**src/rtl/nac_pkg.sv**
```systemverilog
package nac_pkg;
  localparam int unsigned OP_W = 5;

  typedef enum logic [OP_W-1:0] {
    OP_CLB = 5'h00, OP_CLC = 5'h01, OP_IAC = 5'h02, OP_CMC = 5'h03,
    OP_CMA = 5'h04, OP_RAL = 5'h05, OP_RAR = 5'h06, OP_TCC = 5'h07,
    OP_DAC = 5'h08, OP_TCS = 5'h09, OP_STC = 5'h0A, OP_DAA = 5'h0B,
    OP_KBP = 5'h0C,
    OP_ADD = 5'h10, OP_SUB = 5'h11, OP_LD  = 5'h12, OP_XCH = 5'h13,
    OP_LDM = 5'h14, OP_ORR = 5'h15, OP_ANR = 5'h16
  } op_e;
endpackage

```
**src/rtl/nac_arith.sv**
```systemverilog
module nac_arith
  import nac_pkg::*;
#(
  parameter int unsigned W = 4
) (
  input  op_e          op,
  input  logic [W-1:0] acc,
  input  logic         cy,
  input  logic [W-1:0] opnd,
  output logic [W-1:0] res_acc,
  output logic         res_cy,
  output logic         hit
);
  localparam logic [W:0] DEC_ADJ   = (W+1)'(6);
  localparam logic [W:0] DEC_LIMIT = (W+1)'(9);

  logic [W:0] ext_acc;
  logic [W:0] sum;

  assign ext_acc = {1'b0, acc};

  always_comb begin
    sum     = ext_acc;
    hit     = 1'b1;
    res_acc = acc;
    res_cy  = cy;
    unique case (op)
      OP_ADD: begin
        sum     = ext_acc + {1'b0, opnd} + {{W{1'b0}}, cy};
        res_acc = sum[W-1:0];
        res_cy  = sum[W];
      end
      OP_SUB: begin
        sum     = ext_acc + {1'b0, ~opnd} + {{W{1'b0}}, cy};
        res_acc = sum[W-1:0];
        res_cy  = sum[W];
      end
      OP_IAC: begin
        sum     = ext_acc + (W+1)'(1);
        res_acc = sum[W-1:0];
        res_cy  = sum[W];
      end
      OP_DAC: begin
        sum     = ext_acc + {1'b0, {W{1'b1}}};
        res_acc = sum[W-1:0];
        res_cy  = sum[W];
      end
      OP_DAA: begin
        if (cy || (ext_acc > DEC_LIMIT)) sum = ext_acc + DEC_ADJ;
        res_acc = sum[W-1:0];
        res_cy  = cy | sum[W];
      end
      default: hit = 1'b0;
    endcase
  end
endmodule

```
**src/rtl/nac_logic.sv**
```systemverilog
module nac_logic
  import nac_pkg::*;
#(
  parameter int unsigned W = 4
) (
  input  op_e          op,
  input  logic [W-1:0] acc,
  input  logic         cy,
  input  logic [W-1:0] opnd,
  input  logic [W-1:0] imm,
  output logic [W-1:0] res_acc,
  output logic         res_cy,
  output logic         hit
);
  localparam logic [W-1:0] TCS_LO = W'(9);
  localparam logic [W-1:0] TCS_HI = W'(10);

  logic [W-1:0] kbp_code;

  // one-hot to position+1, zero stays zero, several bits give all ones
  always_comb begin
    kbp_code = '0;
    if ($countones(acc) > 1) begin
      kbp_code = '1;
    end else begin
      for (int i = 0; i < W; i++) begin
        if (acc[i]) kbp_code = W'(i + 1);
      end
    end
  end

  always_comb begin
    hit     = 1'b1;
    res_acc = acc;
    res_cy  = cy;
    unique case (op)
      OP_CLB: begin res_acc = '0; res_cy = 1'b0; end
      OP_CLC: res_cy = 1'b0;
      OP_STC: res_cy = 1'b1;
      OP_CMC: res_cy = ~cy;
      OP_CMA: res_acc = ~acc;
      OP_RAL: {res_cy, res_acc} = {acc, cy};
      OP_RAR: {res_acc, res_cy} = {cy, acc};
      OP_TCC: begin res_acc = {{(W-1){1'b0}}, cy}; res_cy = 1'b0; end
      OP_TCS: begin res_acc = cy ? TCS_HI : TCS_LO; res_cy = 1'b0; end
      OP_KBP: res_acc = kbp_code;
      OP_LD,
      OP_XCH: res_acc = opnd;
      OP_LDM: res_acc = imm;
      OP_ORR: res_acc = acc | opnd;
      OP_ANR: res_acc = acc & opnd;
      default: hit = 1'b0;
    endcase
  end
endmodule

```
**src/rtl/nibble_acc_alu.sv**
```systemverilog
module nibble_acc_alu
  import nac_pkg::*;
#(
  parameter int unsigned W = 4
) (
  input  logic            clk,
  input  logic            rst,
  input  logic            op_valid,
  input  logic [OP_W-1:0] op_code,
  input  logic [W-1:0]    operand,
  input  logic [W-1:0]    imm,
  output logic [W-1:0]    acc_q,
  output logic            cy_q,
  output logic            xch_we,
  output logic [W-1:0]    xch_data
);
  op_e          op;
  logic [W-1:0] ar_acc, lg_acc;
  logic         ar_cy, lg_cy, ar_hit, lg_hit;

  assign op = op_e'(op_code);

  nac_arith #(.W(W)) u_arith (
    .op(op), .acc(acc_q), .cy(cy_q), .opnd(operand),
    .res_acc(ar_acc), .res_cy(ar_cy), .hit(ar_hit)
  );

  nac_logic #(.W(W)) u_logic (
    .op(op), .acc(acc_q), .cy(cy_q), .opnd(operand), .imm(imm),
    .res_acc(lg_acc), .res_cy(lg_cy), .hit(lg_hit)
  );

  always_ff @(posedge clk) begin
    if (rst) begin
      acc_q    <= '0;
      cy_q     <= 1'b0;
      xch_we   <= 1'b0;
      xch_data <= '0;
    end else begin
      xch_we <= op_valid && (op == OP_XCH);
      if (op_valid && (op == OP_XCH)) xch_data <= acc_q;
      if (op_valid && ar_hit) begin
        acc_q <= ar_acc;
        cy_q  <= ar_cy;
      end else if (op_valid && lg_hit) begin
        acc_q <= lg_acc;
        cy_q  <= lg_cy;
      end
    end
  end


  decode_split_chk: assert property (@(posedge clk) disable iff (rst)
    $onehot0({ar_hit, lg_hit}));

  hold_chk: assert property (@(posedge clk) disable iff (rst)
    !op_valid |=> ($stable(acc_q) && $stable(cy_q)));

  keep_cy_chk: assert property (@(posedge clk) disable iff (rst)
    op_valid && (op inside {OP_LD, OP_LDM, OP_ORR, OP_ANR, OP_XCH, OP_KBP})
    |=> cy_q == $past(cy_q));

  tcx_clear_chk: assert property (@(posedge clk) disable iff (rst)
    op_valid && (op inside {OP_TCC, OP_TCS}) |=> !cy_q);

  daa_sticky_chk: assert property (@(posedge clk) disable iff (rst)
    op_valid && (op == OP_DAA) && cy_q |=> cy_q);

  kbp_err_chk: assert property (@(posedge clk) disable iff (rst)
    op_valid && (op == OP_KBP) && ($countones(acc_q) > 1) |=> acc_q == '1);

  xch_wb_chk: assert property (@(posedge clk) disable iff (rst)
    op_valid && (op == OP_XCH) |=> xch_we && (xch_data == $past(acc_q)));
endmodule

```
**config.mk**
```make
export PLATFORM = sky130hd
export DESIGN_NAME = nibble_acc_alu
export DESIGN_NICKNAME = d
export VERILOG_FILES = /design/src/rtl/nac_pkg.sv /design/src/rtl/nac_arith.sv /design/src/rtl/nac_logic.sv /design/src/rtl/nibble_acc_alu.sv
export SDC_FILE = /design/constraint.sdc
export NUM_CORES = 1
export LEC_CHECK = 0
export CORE_MARGIN = 1
export CORE_UTILIZATION = 50
export CTS_BUF_LIST = sky130_fd_sc_hd__clkbuf_4 sky130_fd_sc_hd__clkbuf_8
export DETAILED_ROUTE_END_ITERATION = 8
export DONT_BUFFER_PORTS = 1
export GPL_ROUTABILITY_DRIVEN = 0
export PLACE_DENSITY = 0.62
export SETUP_SLACK_MARGIN = 0.4
export SLEW_MARGIN = 30
export SYNTH_ARGS = -nofsm -noshare
export SYNTH_HDL_FRONTEND = slang
export SYNTH_SLANG_ARGS = --single-unit
```
**constraint.sdc**
```tcl
create_clock -name clk -period 3 [get_ports clk]
set_input_delay 0.45 -clock clk [delete_from_list [all_inputs] [get_ports clk]]
set_output_delay 0.45 -clock clk [all_outputs]
set_load 0.02 [all_outputs]
```
==> out/results.ini <==
[finish]
n_antenna_cell=0
final_util=0.544
synthToLayoutAreaGrowth_pct=2.73
postLayoutCellArea_um2=2020
final_nets=285
drive_gt1_frac=0.0921

[outcome]
status=finished, final reports clean

[grt]
grt.total_usage=0.293
grt_pass1_vias=1781
grt-ovfl-total=0
grt_max_degree=30
antenna_found_initial=0
grt_pass1_wl_um=9430

[setup_path]
path_cells=inv_1 -> ha_1 -> and2_1 -> ha_1 -> a211o_1 -> nor3b_1 -> a21oi_1 -> and2_1 -> a211oi_1
crit_fanout=8
cp.arrival_ns=2.50
reg2reg_from=acc_q[0]$_SDFFE_PP0P_
critPathKind=reg2reg
critPathTopFamily=adder cells
cp-start-kind=flip-flop
crit_required_ns=3.16
r2r_end=acc_q[0]$_SDFFE_PP0P_
crit_buf_inv=1
cp_slowest_stage_delay_ns=0.40
path_depth=9
worst-r2r-setup-slack_ns=0.66
critPathSlowestCell=dfxtp_2
reg2reg_depth=9
crit_path_end_kind=flip-flop

[route]
drtPass1Iterations=4
ant_nets=0
drc=0
wl_per_cell_um=20.0
first_iter_violations=191
wl_um=5750
post_drt_via_cell_ratio=6.61
dr_total_vias=1898

[die]
coreArea_um2=3720
rows=22
die_area_um2=4190
initial_core_util=0.530
die_w_um=64.8
ios=26
die_h_um=64.8

[worst_hold_path]
hold_end=acc_q[2]$_SDFFE_PP0P_
hold_depth=1
min-delay-path-class=in2reg
hp-start=rst

[logic_synthesis]
yosys.area.top_type_share=0.159
synth_cell_types=65
yosys-top-cells-area=ha_1, dfxtp_1, fa_1, mux2i_1, a21oi_1
synth_most_common_cell=ha_1
synth_edf_count=0
synthArstFlopShare=0
ys_seq_elements=10
synth-seq-area-share=0.102
syn-cell-area_um2=1970
syn-instance-count=248
synth_fp_nets=293
ys.flop_type=dfxtp_1
syn_avg_cell_area_um2=7.94
synth_common_cells=ha_1, inv_1, nand2_1
synth_top_cell_by_area=ha_1
yosysWarnings=0

[power]
sw_frac_of_total=0.379
seq_power_share=0.246
internal_power_w=0.000365
clockPowerShare=0.309
ir_worst_vdd_uv=160
leakage_nw=0.847
p_per_area_nw_per_um2=290
combPwrFrac=0.445
p_sw_w=0.000223

[clock_network]
h-tree-depth=1
cts_buffers=3
cts_tree=built
cts.sinks=10
path_clk_slew_ns=0.06
clk_latency_ns=0.25
clockRootBuffer=clkbuf_8
postCtsSetupBuffers=0
cts_buffer_depth=2

[place]
place_ws_ns=0.572
place_area_um2=1970
port_buffers=0
dp_hpwl_um=4290

[timing]
worst_slew_margin_rel=0.558
layout_worst_path_cycle_share=0.779
hold_viol_final=0
finalCriticalPeriod_ns=2.34
timing.fmax_mhz=428
rsz0062_at_grt=no
setup_slack_ns=0.662
finClkSkew_ns=0.00787
fin_setup_tns_ns=0
finalSetupViolations=0
hold_ws_ns=0.259
tightestPinTransition_ns=0.662
drv_slew=0

[job]
maxCapViolations=0

-- metrics by stage --
stage | total power, W | instances
after floorplan | 0.000363 | 248
after global placement | 0.000405 | 283
after detailed placement | 0.000404 | 283
after CTS | 0.000584 | 287
after global routing | 0.000624 | 287
final | 0.000587 | 287
-- flip-flops by register name, summed over array words and instances (netlist names) --
register	cells
xch_data	4
acc_q	4
xch_we	1
cy_q	1
-- final cells by class --
| cell class | count | area [µm²] |
|---|---|---|
| Multi-Input combinational cell | 201 | 1590 |
| Timing Repair Buffer | 7 | 52.6 |
| Tap cell | 48 | 60.1 |
| Inverter | 17 | 63.8 |
| Sequential cell | 10 | 203 |
| Clock buffer | 4 | 55.1 |
| Fill cell | 362 | 1690 |
-- timing repair --
item | 4_1_cts | 5_1_grt
hold buffers | 0 | 0
setup endpoints to repair | 0 | 1
gates resized for setup | 0 | 1
-- cell usage in the layout (no fill, tap or decap), types with 4 or more instances in the layout --
master    count
fa_1          4
a21boi_0      4
nor2_1       14
mux2i_1       8
o211ai_1      5
o21ai_0       7
xnor2_1       4
dfxtp_1       8
a21oi_1      13
nand2_1      16
and2_1        5
buf_4         7
nand3_1       5
o31ai_1       4
ha_1         25
a211oi_1      5
nand2b_1      7
clkbuf_8      4
inv_1        17
nor2b_1       8
o22ai_1       4
-- power groups by stage --
stage | combinational [W] | sequential [W] | clock [W]
floorplan | 0.000205 | 0.000159 | 0
global placement | 0.000259 | 0.000146 | 0
detailed placement | 0.000257 | 0.000147 | 0
CTS | 0.000259 | 0.000144 | 0.000181
global route | 0.000291 | 0.000145 | 0.000188
finish | 0.000261 | 0.000144 | 0.000182
-- worst register-to-register path, stage by stage (launching register included) --
cell      delay (ns)
dfxtp_2         0.40
inv_1           0.14
ha_1            0.34
and2_1          0.16
ha_1            0.26
a211o_1         0.26
nor3b_1         0.22
a21oi_1         0.11
and2_1          0.16
a211oi_1        0.20
-- logic make-up after synthesis --
group	Yosys count	synth area share
xor+xnor	7	0.0311
fa+ha+maj	29	0.199
simple gates	83	0.250
buf+inv	37	0.0915
flops	10	0.102
compound gates	74	0.286
mux	8	0.0407
-- routing by layer --
metal	part of all wire	wire length (µm)	vias up	GRT usage
met5	0	0	-	0
met4	0.025	146	0	0.0944
met3	0.069	398	14	0.0475
met2	0.46	2650	84	0.470
met1	0.44	2560	899	0.395
li1	-	-	901	-
-- worst max path at each step --
stage	startpoint	end	slack, ns
finish	acc_q[0]$_SDFFE_PP0P_	acc_q[0]$_SDFFE_PP0P_	0.66
floorplan	acc_q[1]$_SDFFE_PP0P_	acc_q[0]$_SDFFE_PP0P_	0.40
global placement	acc_q[0]$_SDFFE_PP0P_	acc_q[0]$_SDFFE_PP0P_	0.64
CTS	acc_q[0]$_SDFFE_PP0P_	acc_q[0]$_SDFFE_PP0P_	0.56
detailed placement	acc_q[0]$_SDFFE_PP0P_	acc_q[0]$_SDFFE_PP0P_	0.57
global route	acc_q[1]$_SDFFE_PP0P_	acc_q[0]$_SDFFE_PP0P_	0.45
(Power assumes the default switching activity.)
